### config.mk
export PLATFORM = sky130hd
export DESIGN_NAME = pfx_sym_decoder
export DESIGN_NICKNAME = d
export VERILOG_FILES = /design/src/rtl/pfx_dec_pkg.sv /design/src/rtl/pfx_tree_step.sv /design/src/rtl/pfx_walker.sv /design/src/rtl/pfx_out_reg.sv /design/src/rtl/pfx_sym_decoder.sv
export SDC_FILE = /design/constraint.sdc
export NUM_CORES = 1
export LEC_CHECK = 0
export ABC_AREA = 1
export BUFFER_PORTS_ARGS = -buffer_cell sky130_fd_sc_hd__buf_2
export CAP_MARGIN = 10
export CORE_AREA = 2 2 39 41
export DETAILED_ROUTE_END_ITERATION = 7
export DIE_AREA = 0 0 41 43
export GPL_TIMING_DRIVEN = 0
export SLEW_MARGIN = 20
export SYNTH_ARGS = -nofsm -noshare
export SYNTH_HDL_FRONTEND = slang
export SYNTH_HIERARCHICAL = 1
export SYNTH_SLANG_ARGS = --single-unit
export TNS_END_PERCENT = 20
### constraint.sdc
create_clock -name clk -period 2 [get_ports clk]
set_input_delay 0.3 -clock clk [delete_from_list [all_inputs] [get_ports clk]]
set_output_delay 0.3 -clock clk [all_outputs]
set_load 0.02 [all_outputs]
### src/rtl/pfx_dec_pkg.sv
package pfx_dec_pkg;
  localparam int SYM_W_DEF = 3;

  // Tree positions: root and the three interior nodes below it.
  typedef enum logic [1:0] {
    N_ROOT = 2'd0,
    N_R    = 2'd1,
    N_RL   = 2'd2,
    N_RR   = 2'd3
  } node_e;

  // Symbol index bases at each leaf group.
  localparam int IDX_SHORT = 0;
  localparam int IDX_RL    = 1;
  localparam int IDX_RR    = 3;
endpackage

### src/rtl/pfx_tree_step.sv
module pfx_tree_step
  import pfx_dec_pkg::*;
#(
  parameter int SYM_W = SYM_W_DEF
) (
  input  node_e            cur,
  input  logic             bit_in,
  output node_e            nxt,
  output logic             leaf,
  output logic [SYM_W-1:0] sym
);
  localparam logic [SYM_W-1:0] B_SHORT = SYM_W'(IDX_SHORT);
  localparam logic [SYM_W-1:0] B_RL    = SYM_W'(IDX_RL);
  localparam logic [SYM_W-1:0] B_RR    = SYM_W'(IDX_RR);

  always_comb begin
    nxt  = N_ROOT;
    leaf = 1'b0;
    sym  = '0;
    unique case (cur)
      N_ROOT: begin
        if (bit_in) nxt = N_R;
        else begin
          leaf = 1'b1;
          sym  = B_SHORT;
        end
      end
      N_R: nxt = bit_in ? N_RR : N_RL;
      N_RL: begin
        leaf = 1'b1;
        sym  = B_RL + SYM_W'(bit_in);
      end
      N_RR: begin
        leaf = 1'b1;
        sym  = B_RR + SYM_W'(bit_in);
      end
      default: nxt = N_ROOT;
    endcase
  end
endmodule

### src/rtl/pfx_walker.sv
module pfx_walker
  import pfx_dec_pkg::*;
#(
  parameter int SYM_W = SYM_W_DEF
) (
  input  logic             clk,
  input  logic             rst,
  input  logic             take,
  input  logic             bit_in,
  output logic             leaf,
  output logic [SYM_W-1:0] leaf_sym
);
  node_e pos_q, pos_n;

  pfx_tree_step #(.SYM_W(SYM_W)) step_i (
    .cur    (pos_q),
    .bit_in (bit_in),
    .nxt    (pos_n),
    .leaf   (leaf),
    .sym    (leaf_sym)
  );

  always_ff @(posedge clk) begin
    if (rst)       pos_q <= N_ROOT;
    else if (take) pos_q <= pos_n;
  end
endmodule

### src/rtl/pfx_out_reg.sv
module pfx_out_reg #(
  parameter int SYM_W = 3
) (
  input  logic             clk,
  input  logic             rst,
  input  logic             load,
  input  logic [SYM_W-1:0] load_sym,
  input  logic             out_ready,
  output logic             out_valid,
  output logic [SYM_W-1:0] out_sym,
  output logic             can_load
);
  assign can_load = !out_valid || out_ready;

  always_ff @(posedge clk) begin
    if (rst) begin
      out_valid <= 1'b0;
      out_sym   <= '0;
    end else if (load) begin
      out_valid <= 1'b1;
      out_sym   <= load_sym;
    end else if (out_ready) begin
      out_valid <= 1'b0;
    end
  end
endmodule

### src/rtl/pfx_sym_decoder.sv
module pfx_sym_decoder
  import pfx_dec_pkg::*;
#(
  parameter int SYM_W = SYM_W_DEF
) (
  input  logic             clk,
  input  logic             rst,
  input  logic             bit_in,
  input  logic             bit_valid,
  output logic             bit_ready,
  output logic [SYM_W-1:0] sym,
  output logic             sym_valid,
  input  logic             sym_ready
);
  logic             take;
  logic             leaf;
  logic [SYM_W-1:0] leaf_sym;
  logic             room;

  assign bit_ready = room;
  assign take      = bit_valid && room;

  pfx_walker #(.SYM_W(SYM_W)) walk_i (
    .clk      (clk),
    .rst      (rst),
    .take     (take),
    .bit_in   (bit_in),
    .leaf     (leaf),
    .leaf_sym (leaf_sym)
  );

  pfx_out_reg #(.SYM_W(SYM_W)) oreg_i (
    .clk       (clk),
    .rst       (rst),
    .load      (take && leaf),
    .load_sym  (leaf_sym),
    .out_ready (sym_ready),
    .out_valid (sym_valid),
    .out_sym   (sym),
    .can_load  (room)
  );
endmodule

After elaboration in Yosys (flattened, before gate mapping)
Index checks and enable logic that the tools add are counted.
{"block": "word_totals", "ff_bits": 6, "input_bits": 5, "out_inout_bits": 5, "elab_cells": 23}
{"block": "op_classes", "add_sub_neg": 2, "eq_ne": 3, "mux": 8, "reduce_logical": 7}
{"op": "3-bit case mux with 2 select lines", "count": 1}
{"op": "1-bit two-way mux", "count": 5}
{"op": "2-bit == test (second input constant)", "count": 2}
{"op": "2-bit case mux with 2 select lines", "count": 1}
{"op": "2-bit by 1-bit adder with 3-bit output (first input constant)", "count": 1}
{"op": "1-bit by 1-bit adder with 2-bit output (first input constant)", "count": 1}
{"op": "2-bit by 1-bit == test with 1-bit output (second input constant)", "count": 1}
{"op": "1-bit logical AND", "count": 2}
{"op": "2-bit logical NOT", "count": 1}
{"op": "1-bit case mux with 2 select lines", "count": 1}
{"op": "2-bit nonzero test", "count": 1}
{"op": "2-bit OR reduction", "count": 1}
{"op": "1-bit logical NOT", "count": 1}
{"op": "1-bit logical OR", "count": 1}

Logic depth before layout (Yosys ltp)
Gate-level depths: netlist (run 1).
{"block": "logic_depth", "ltp_word": 5, "ltp_mapped": 8}

Modules after synthesis
The synthesis (run 1) kept the hierarchy.
{"module": "pfx_out_reg", "n_inst": 1, "cells_per_inst": 18, "area_per_inst_um2": 141.4, "seq_area_each_um2": 80.1}
{"module": "pfx_walker", "n_inst": 1, "cells_per_inst": 13, "area_per_inst_um2": 81.3, "seq_area_each_um2": 40.0}
{"module": "pfx_tree_step", "n_inst": 1, "cells_per_inst": 12, "area_per_inst_um2": 52.6, "seq_area_each_um2": 0.0}
{"module": "pfx_sym_decoder", "n_inst": 1, "cells_per_inst": 4, "area_per_inst_um2": 17.5, "seq_area_each_um2": 0.0}

Least setup slack after synthesis (run 1)
No wires, ideal clock.
{"block": "synth_timing", "path_type": "register -> register", "from": "register oreg_i.out_valid", "to": "register oreg_i.out_sym[1]", "setup_ns": 0.116, "arrival_ns": 1.030, "required_time_ns": 1.884, "path_slack_ns": 0.854, "stages_incl_launch_ff": 7, "n_path_buf": 0, "cell_sequence": "dfxtp_1 -> nand2_1 -> nand2_1 -> nor2_2 -> inv_2 -> nor2_1 -> nor2_1"}
{"block": "synth_between", "elab_chain_cells": 4}
{"item": "start: declaration", "line_no": "pfx_out_reg.sv:9", "source": "output logic out_valid,"}
{"item": "start signal: assignment", "line_no": "pfx_out_reg.sv:17", "source": "out_valid <= 1'b0;"}
{"item": "start signal: assignment", "line_no": "pfx_out_reg.sv:20", "source": "out_valid <= 1'b1;"}
{"item": "start signal: assignment", "line_no": "pfx_out_reg.sv:23", "source": "out_valid <= 1'b0;"}
{"item": "1-bit logical NOT", "line_no": "pfx_out_reg.sv:13", "source": "assign can_load = !out_valid || out_ready;"}
{"item": "1-bit logical OR", "line_no": "pfx_out_reg.sv:13"}
{"item": "net bit_ready", "line_no": "pfx_sym_decoder.sv:10", "source": "output logic bit_ready,"}
{"item": "1-bit logical AND", "line_no": "pfx_sym_decoder.sv:21", "source": "assign take = bit_valid && room;"}
{"item": "1-bit logical AND", "line_no": "pfx_sym_decoder.sv:35", "source": ".load (take && leaf),"}
{"item": "end signal: assignment", "line_no": "pfx_out_reg.sv:21", "source": "out_sym <= load_sym;"}
{"item": "end: declaration", "line_no": "pfx_out_reg.sv:10", "source": "output logic [SYM_W-1:0] out_sym,"}
The timed path passes the listed nets, and every way through them passes these cells.
A chain may end at the register's enable or synchronous reset.

Final worst setup path (run 1)
{"block": "layout_timing", "from": "register walk_i.pos_q[1]", "to": "register oreg_i.out_sym[0]"}
{"block": "layout_between", "elab_chain_cells": 4, "elab_cells_between_ends": 7, "classes_between": "eq/ne: 2; mux: 2; reduce/logical: 3"}
{"item": "start: declaration", "line_no": "pfx_walker.sv:13", "source": "node_e pos_q, pos_n;"}
{"item": "start signal: assignment", "line_no": "pfx_walker.sv:25", "source": "else if (take) pos_q <= pos_n;"}
{"item": "2-bit == test", "line_no": "pfx_tree_step.sv:20", "source": "unique case (cur)"}
{"item": "2-bit OR reduction (no line)"}
{"item": "1-bit case mux with 2 select lines *", "line_no": "pfx_tree_step.sv:20"}
{"item": "net leaf", "line_no": "pfx_sym_decoder.sv:16", "source": "logic leaf;"}
{"item": "1-bit logical AND *", "line_no": "pfx_sym_decoder.sv:35"}
The timed path passes the listed nets; every way through them passes the cells marked *.

==> impl_metrics.yaml, run 1 <==
sta:
  hold_ws_ns: 0.244
  fin_crit_ns: 1.16
  fin_tns_setup_ns: 0
  tightest_slew_ns: 0.232
  finalHoldViolations: 0
  finalClockSkew_ns: 0.00162
  slew_headroom: 0.845
  rsz0062_at_grt: "false"
  finalSetupViolCount: 0
  drv_slew: 0
  max_freq_ghz: 0.863
  fin_crit_sh: 0.580
yosys:
  synth-seq-cells: 6
  ys_types: 9
  syn-cell-area_um2: 293
  synth_nets: 52
  synth_cells: 47
  yosys_warnings: 6
  syn_area_per_cell_um2: 6.23
  yosysSeqAreaShare: 0.410
die:
  rows: 14
  die_y_um: 43
  start_util: 0.212
  die_width_um: 41
  dieArea_um2: 1760
  core_area_um2: 1380
  io_pins: 10
worst_setup_path:
  rrSetupSlack_ns: 0.84
  cp_data_arrival_time_ns: 1.29
  rr_worst_depth: 7
  start_kind: "register"
  worstSetupEndpointType: "register"
  worstSetupPathType: "register to register"
  required_ns: 2.13
  startpoint: "walk_i/pos_q[1]"
  reg2reg_from: "walk_i/pos_q[1]"
  crit_path_max_fanout: 6
clock_network:
  path_clk_slew_ns: 0.05
  clock-root-buffer: "clkbuf_4"
  cts_sinks: 6
  cts_buffer_depth: 2
  clock_latency_ns: 0.24
  cts_max_level: 1
  cts_resized: 0
  post_cts_buffers: 0
  cts_tree: "built"
  hold_buffers: 0
  numCtsBuffers: 3
finish:
  layout_common_cells: "nor2_1 (13), inv_1 (10), buf_2 (9)"
  fillCellCount: 155
  insertedDiodeCount: 0
  area_delta_synth_final_pct: 29.9
  regArea_um2: 120
  layout.nets: 66
  postLayoutCellArea_um2: 380
  drive_above_1_share: 0.288
  multiInputGateArea_um2: 131
  final_common_cell: "nor2_1"
place:
  port_buffers: 9
  routabilityCongestion: 0.683
  dpl_cell_area_um2: 358
  place_hpwl_um: 456
route:
  drc: 0
  vias: 288
  ant_nets: 0
  post_drt_wl_per_cell_um: 7.77
  vias_per_cell: 3.84
  drt-total-wl_um: 583
  drt_iter0_drc: 5
  drt_pass1_iterations: 3
power_and_ir_drop:
  ir_worst_vdd_v: 0.000228
  power_density_nw_per_um2: 800
  power_mw: 0.304
  leakage_nw: 0.215
global_route:
  antenna_found_initial: 0
  grt_usage: 0.0785
  grt_first_pass_wirelength_um: 876
  grt_max_degree: 7
  grt_pass1_vias: 248
  grt_overflow: 0
min_path:
  hold_path_class: "input port to register"
  min-delay-start: "rst"
  holdPathStages: 2
flow_run:
  maxCapViolations: 0
outcome:
  outcome: "completed"
==> synth_stat cells <==
library cell  instances  area, um2
a21oi_2               1       8.76
dfxtp_1               6        120
inv_1                10       37.5
inv_2                 1       3.75
nand2_1               8       30.0
nand3_1               2       10.0
nor2_1               13       48.8
nor2_2                3       18.8
o21ai_0               3       15.0
==> area by class of cell <==
type / instances / area share
inverters: 11 / 0.109
well taps: 16 / 0.0526
flip-flops and latches: 6 / 0.316
clock buffers: 3 / 0.0592
multi-input cells: 30 / 0.345
repair buffers: 9 / 0.118
==> kinds of logic (layout without fill, tap and decap cells) <==
kind of cell    after synthesis  in the layout  synth area share
compound gates                4              4            0.0812
flops                         6              6             0.410
simple gates                 26             26             0.368
buf+inv                      11             23             0.141
==> report_power, final <==
group	switching, mW	leakage [nW]	internal [mW]
Clock	0.0431	0.0138	0.0678
Sequential	0.00719	0.0495	0.130
Combinational	0.0361	0.152	0.0203
==> through the flow <==
| stage | setup slack, ns | util | cells |
|---|---|---|---|
| finish | 0.841 | 0.275 | 75 |
| global route | 0.721 | 0.275 | 75 |
| CTS | 0.823 | 0.275 | 75 |
| detailed placement | 0.814 | 0.259 | 72 |
| global placement | 0.812 | 0.259 | 72 |
| floorplan | 0.854 | - | 47 |
==> final timing paths <==
check | endpoint
setup / recovery | oreg_i/out_sym[0]
hold / removal | oreg_i/out_valid
setup reg to reg | oreg_i/out_sym[0]
hold reg to reg | oreg_i/out_sym[2]
==> layer usage <==
layer  global-route usage  up-vias  part of all wire
met5                    0        -                 0
met4                0.100        0             0.024
li1                     -      163                 -
met3               0.0157        2             0.034
met1               0.0744      119              0.43
met2                0.116        4              0.51
==> flip-flops by register name, indices dropped and copies added, names as in the netlist <==
name              flops
oreg_i/out_sym        3
walk_i/pos_q          2
oreg_i/out_valid      1
==> worst max-delay path, stage by stage, from the launching register on <==
cell and delay (ns):
dfxtp_1 0.44, nor2_2 0.07, nor2_1 0.10, inv_1 0.05
nor2_2 0.16, inv_2 0.08, nor2_1 0.09, nor2_1 0.05
No activity file was read; power rests on OpenSTA's default activity.
==> run 2: changes to the inputs <==
- clock period: 2 -> 1 ns (I/O delays scaled with it)
==> impl_metrics.yaml, run 2 (synthesis results as in run 1) <==
sta:
  rsz0062_at_grt: "true"
  slew_headroom: 0.908
  finalSetupViolCount: 1
  fin_crit_sh: 1.00
  layout_setup_ws_ns: -0.00143
  finalClockSkew_ns: 0.00368
  finalHoldViolations: 0
  drv_slew: 0
  fin_crit_ns: 1.00
  max_freq_ghz: 0.999
  fin_tns_setup_ns: -0.00143
  tightest_slew_ns: 0.137
  hold_ws_ns: 0.0929
global_route:
  grt_max_degree: 5
  grt_overflow: 0
  grt_pass1_vias: 272
  antenna_found_initial: 0
  grt_first_pass_wirelength_um: 1060
  grt_usage: 0.0945
route:
  drc: 0
  vias: 305
  ant_nets: 0
  post_drt_wl_per_cell_um: 7.64
  drt-total-wl_um: 588
  drt_iter0_drc: 6
  top_layer_used: "met4"
  dr_wl_met2_um: 287
  met3_length_um: 28
  vias_per_cell: 3.96
  wl_met1_um: 261
  drt_pass1_iterations: 4
power_and_ir_drop:
  power_density_nw_per_um2: 1500
  power_mw: 0.624
  leakage_nw: 0.235
  ir_worst_vdd_v: 0.000657
die:
  start_util: 0.212
  io_pins: 10
  dieArea_um2: 1760
  core_area_um2: 1380
  rows: 14
  die_width_um: 41
  die_y_um: 43
finish:
  fin_cells: 77
  multiInputGateArea_um2: 146
  final_common_cell: "nor2_1"
  finish.utilization: 0.301
  fillCellCount: 155
  postLayoutCellArea_um2: 417
  layout_common_cells: "nor2_1 (12), inv_1 (9), buf_2 (9)"
  largest_reg_flops: 3
  top_regs: "oreg_i/out_sym: 3 flops, walk_i/pos_q: 2 flops, oreg_i/out_valid: 1 flops"
  area_delta_synth_final_pct: 42.3
  top_register: "oreg_i/out_sym"
  regArea_um2: 126
  drive_above_1_share: 0.410
  insertedDiodeCount: 0
  layout.nets: 68
outcome:
  violations: "setup timing"
  outcome: "complete, but fails checks"
worst_setup_path:
  critPathMaxStageDelay_ns: 0.36
  worstSetupPathType: "register to register"
  worstSetupEndpointType: "register"
  path_common_cell: "nor2_1"
  rr_worst_depth: 7
  crit_path_top_delay_cell: "dfxtp_4"
  required_ns: 1.13
  crit_path_max_fanout: 4
  start_kind: "register"
  cp_cell_sequence: "nor2_2 > nor2_1 > inv_1 > nor2_4 > inv_2 > nor2_1 > nor2_1"
  cp_data_arrival_time_ns: 1.13
place:
  numPlacedInstances: 72
  place_hpwl_um: 429
  routabilityCongestion: 0.732
  pre_cts_ws_ns: -0.0974
  dpl_cell_area_um2: 368
  port_buffers: 9
clock_network:
  cts_buffer_depth: 2
  path_clk_slew_ns: 0.04
  clock_latency_ns: 0.24
  clock-root-buffer: "clkbuf_4"
  cts_max_level: 1
  cts_sinks: 6
  numCtsBuffers: 3
  cts_tree: "built"
  hold_buffers: 0
min_path:
  hold_path_class: "input port to register"
  holdPathStages: 2
flow_run:
  maxCapViolations: 0
[run 2: cell count changes in the layout (fill, tap and decap cells not counted), sizes merged]
cell / change
buf: +2
[run 2: worst paths after layout]
kind	startpoint	endpoint	slack [ns]
max	walk_i/pos_q[1]	oreg_i/out_sym[1]	-0.001
min	rst	oreg_i/out_valid	0.09
max reg2reg	walk_i/pos_q[1]	oreg_i/out_sym[1]	-0.001
min reg2reg	oreg_i/out_valid	oreg_i/out_valid	0.48
[run 2: layout make-up]
| type | instances | share of cell area |
|---|---|---|
| Multi-Input combinational cell | 30 | 0.351 |
| Sequential cell | 6 | 0.303 |
| Timing Repair Buffer | 11 | 0.144 |
| Inverter | 11 | 0.0991 |
| Clock buffer | 3 | 0.0541 |
| Tap cell | 16 | 0.0480 |
[run 2: power by group]
part / switching [mW] / internal [mW] / leakage (nW) / total, mW
Combinational: 0.0813 / 0.0512 / 0.170 / 0.132
Clock: 0.0831 / 0.135 / 0.0138 / 0.219
Sequential: 0.0123 / 0.261 / 0.0508 / 0.273
Total: 0.177 / 0.447 / 0.235 / 0.624
[run 2: metal layers]
layer	vias to the layer above	GRT usage
met5	-	0
met4	0	0.100
met3	2	0.0366
met2	4	0.122
met1	134	0.106
li1	165	-
[run 2: worst max-delay path, delay by kind of cell, from the launching register on]
| family | cells | cell delay [ns] |
|---|---|---|
| and+or+nand+nor | 5 | 0.38 |
| DFF | 1 | 0.36 |
| buffers and inverters | 2 | 0.15 |
[run 2: timing repair]
item                                   4_1_cts  5_1_grt
setup buffers                                2        0
endpoints found under the hold margin        0        0
pin swaps                                    2        1
gates resized for setup                      4        1
setup endpoints to repair                    4        4
==> run 3: changes to the inputs <==
- PLACE_DENSITY: unset -> 0.44
==> impl_metrics.yaml, run 3 (synthesis results as in run 1) <==
route:
  post_drt_wl_per_cell_um: 7.99
  drt-total-wl_um: 615
  ant_nets: 0
  drt_iter0_drc: 2
  drt_pass1_iterations: 2
  vias_per_cell: 3.78
  drc: 0
  vias: 291
sta:
  fin_tns_setup_ns: -0.0553
  drv_slew: 0
  fin_crit_ns: 1.02
  slew_headroom: 0.911
  hold_ws_ns: 0.0903
  finalSetupViolCount: 3
  rsz0062_at_grt: "true"
  finalClockSkew_ns: 0.000547
  tightest_slew_ns: 0.132
  finalHoldViolations: 0
  max_freq_ghz: 0.978
  fin_crit_sh: 1.02
  layout_setup_ws_ns: -0.0229
min_path:
  hold_path_class: "input port to register"
finish:
  drive_above_1_share: 0.393
  layout_common_cells: "nor2_1 (13), inv_1 (9), buf_2 (9)"
  insertedDiodeCount: 0
  postLayoutCellArea_um2: 414
  final_common_cell: "nor2_1"
  area_delta_synth_final_pct: 41.5
  top_register: "oreg_i/out_sym"
  largest_reg_flops: 3
  layout.nets: 68
  top_regs: "oreg_i/out_sym: 3 flops, walk_i/pos_q: 2 flops, oreg_i/out_valid: 1 flops"
flow_run:
  maxCapViolations: 0
clock_network:
  cts_max_level: 1
  numCtsBuffers: 3
  cts_buffer_depth: 2
  cts_tree: "built"
  cts_sinks: 6
  clock_latency_ns: 0.24
  clock-root-buffer: "clkbuf_4"
  path_clk_slew_ns: 0.05
  hold_buffers: 0
global_route:
  grt_first_pass_wirelength_um: 945
  grt_overflow: 0
  grt_pass1_vias: 265
  antenna_found_initial: 0
  grt_max_degree: 5
  grt_usage: 0.0863
die:
  dieArea_um2: 1760
  core_area_um2: 1380
  io_pins: 10
  die_width_um: 41
  start_util: 0.212
  rows: 14
  die_y_um: 43
worst_setup_path:
  required_ns: 1.14
  worstSetupPathType: "register to register"
  start_kind: "register"
  worstSetupEndpointType: "register"
  cp_data_arrival_time_ns: 1.16
  crit_path_max_fanout: 4
power_and_ir_drop:
  power_density_nw_per_um2: 1530
  leakage_nw: 0.235
  ir_worst_vdd_v: 0.000361
outcome:
  outcome: "complete, but fails checks"
  violations: "setup timing"
place:
  dpl_cell_area_um2: 368
  place_hpwl_um: 455
  routabilityCongestion: 0.663
  port_buffers: 9
[run 3: changes by cell type in the layout (fill, tap and decap cells not counted)]
cell and change:
nor2_1 +1, nor2_2 -1
[run 3: critical path, stage by stage, from the launching register on]
cell,delay [ns]
dfxtp_2,0.32
inv_2,0.05
nor2_2,0.04
nor2_1,0.10
inv_1,0.07
nor2_4,0.12
inv_2,0.07
nor2_1,0.09
nor2_1,0.05
[run 3: through the flow]
step	std cells	total power, mW	worst slack [ns]	util
floorplan	47	0.361	0.00473	-
global placement	72	0.398	-0.127	0.266
detailed placement	72	0.398	-0.114	0.266
CTS	77	0.649	-0.00588	0.299
global route	77	0.681	-0.0914	0.299
finish	77	0.632	-0.0229	0.299
[run 3: layout make-up]
| type | instances | area (um2) |
|---|---|---|
| clock buffers | 3 | 22.5 |
| fillers | 161 | 970 |
| inverters | 11 | 41.3 |
| multi-input cells | 30 | 144 |
| flip-flops and latches | 6 | 126 |
| well taps | 16 | 20.0 |
| repair buffers | 11 | 60.1 |
[run 3: path summary, 6_finish.rpt]
path	start	end	slack, ns	cells past startpoint
setup reg to reg	walk_i/pos_q[0]	oreg_i/out_sym[1]	-0.02	8
hold / removal	rst	oreg_i/out_valid	0.09	2
hold reg to reg	oreg_i/out_valid	oreg_i/out_valid	0.47	2
setup / recovery	walk_i/pos_q[0]	oreg_i/out_sym[1]	-0.02	8
[run 3: repair_timing]
| item | CTS | global route |
|---|---|---|
| setup buffers | 2 | 0 |
| pin swaps | 1 | 0 |
| setup endpoints to repair | 4 | 4 |
| resized for setup | 4 | 0 |
[run 3: per-layer routing]
metal / vias up / part of all wire / GRT usage
met1: 121 / 0.44 / 0.0833
met4: 0 / 0 / 0.120
met5: - / 0 / 0
met3: 0 / 0.044 / 0.0157
li1: 164 / - / -
met2: 6 / 0.51 / 0.122
[run 3: report_power, final]
group          switching [mW]  internal (mW)  total (mW)
clock network          0.0896          0.136       0.226
logic                  0.0816         0.0508       0.132
registers              0.0133          0.261       0.274
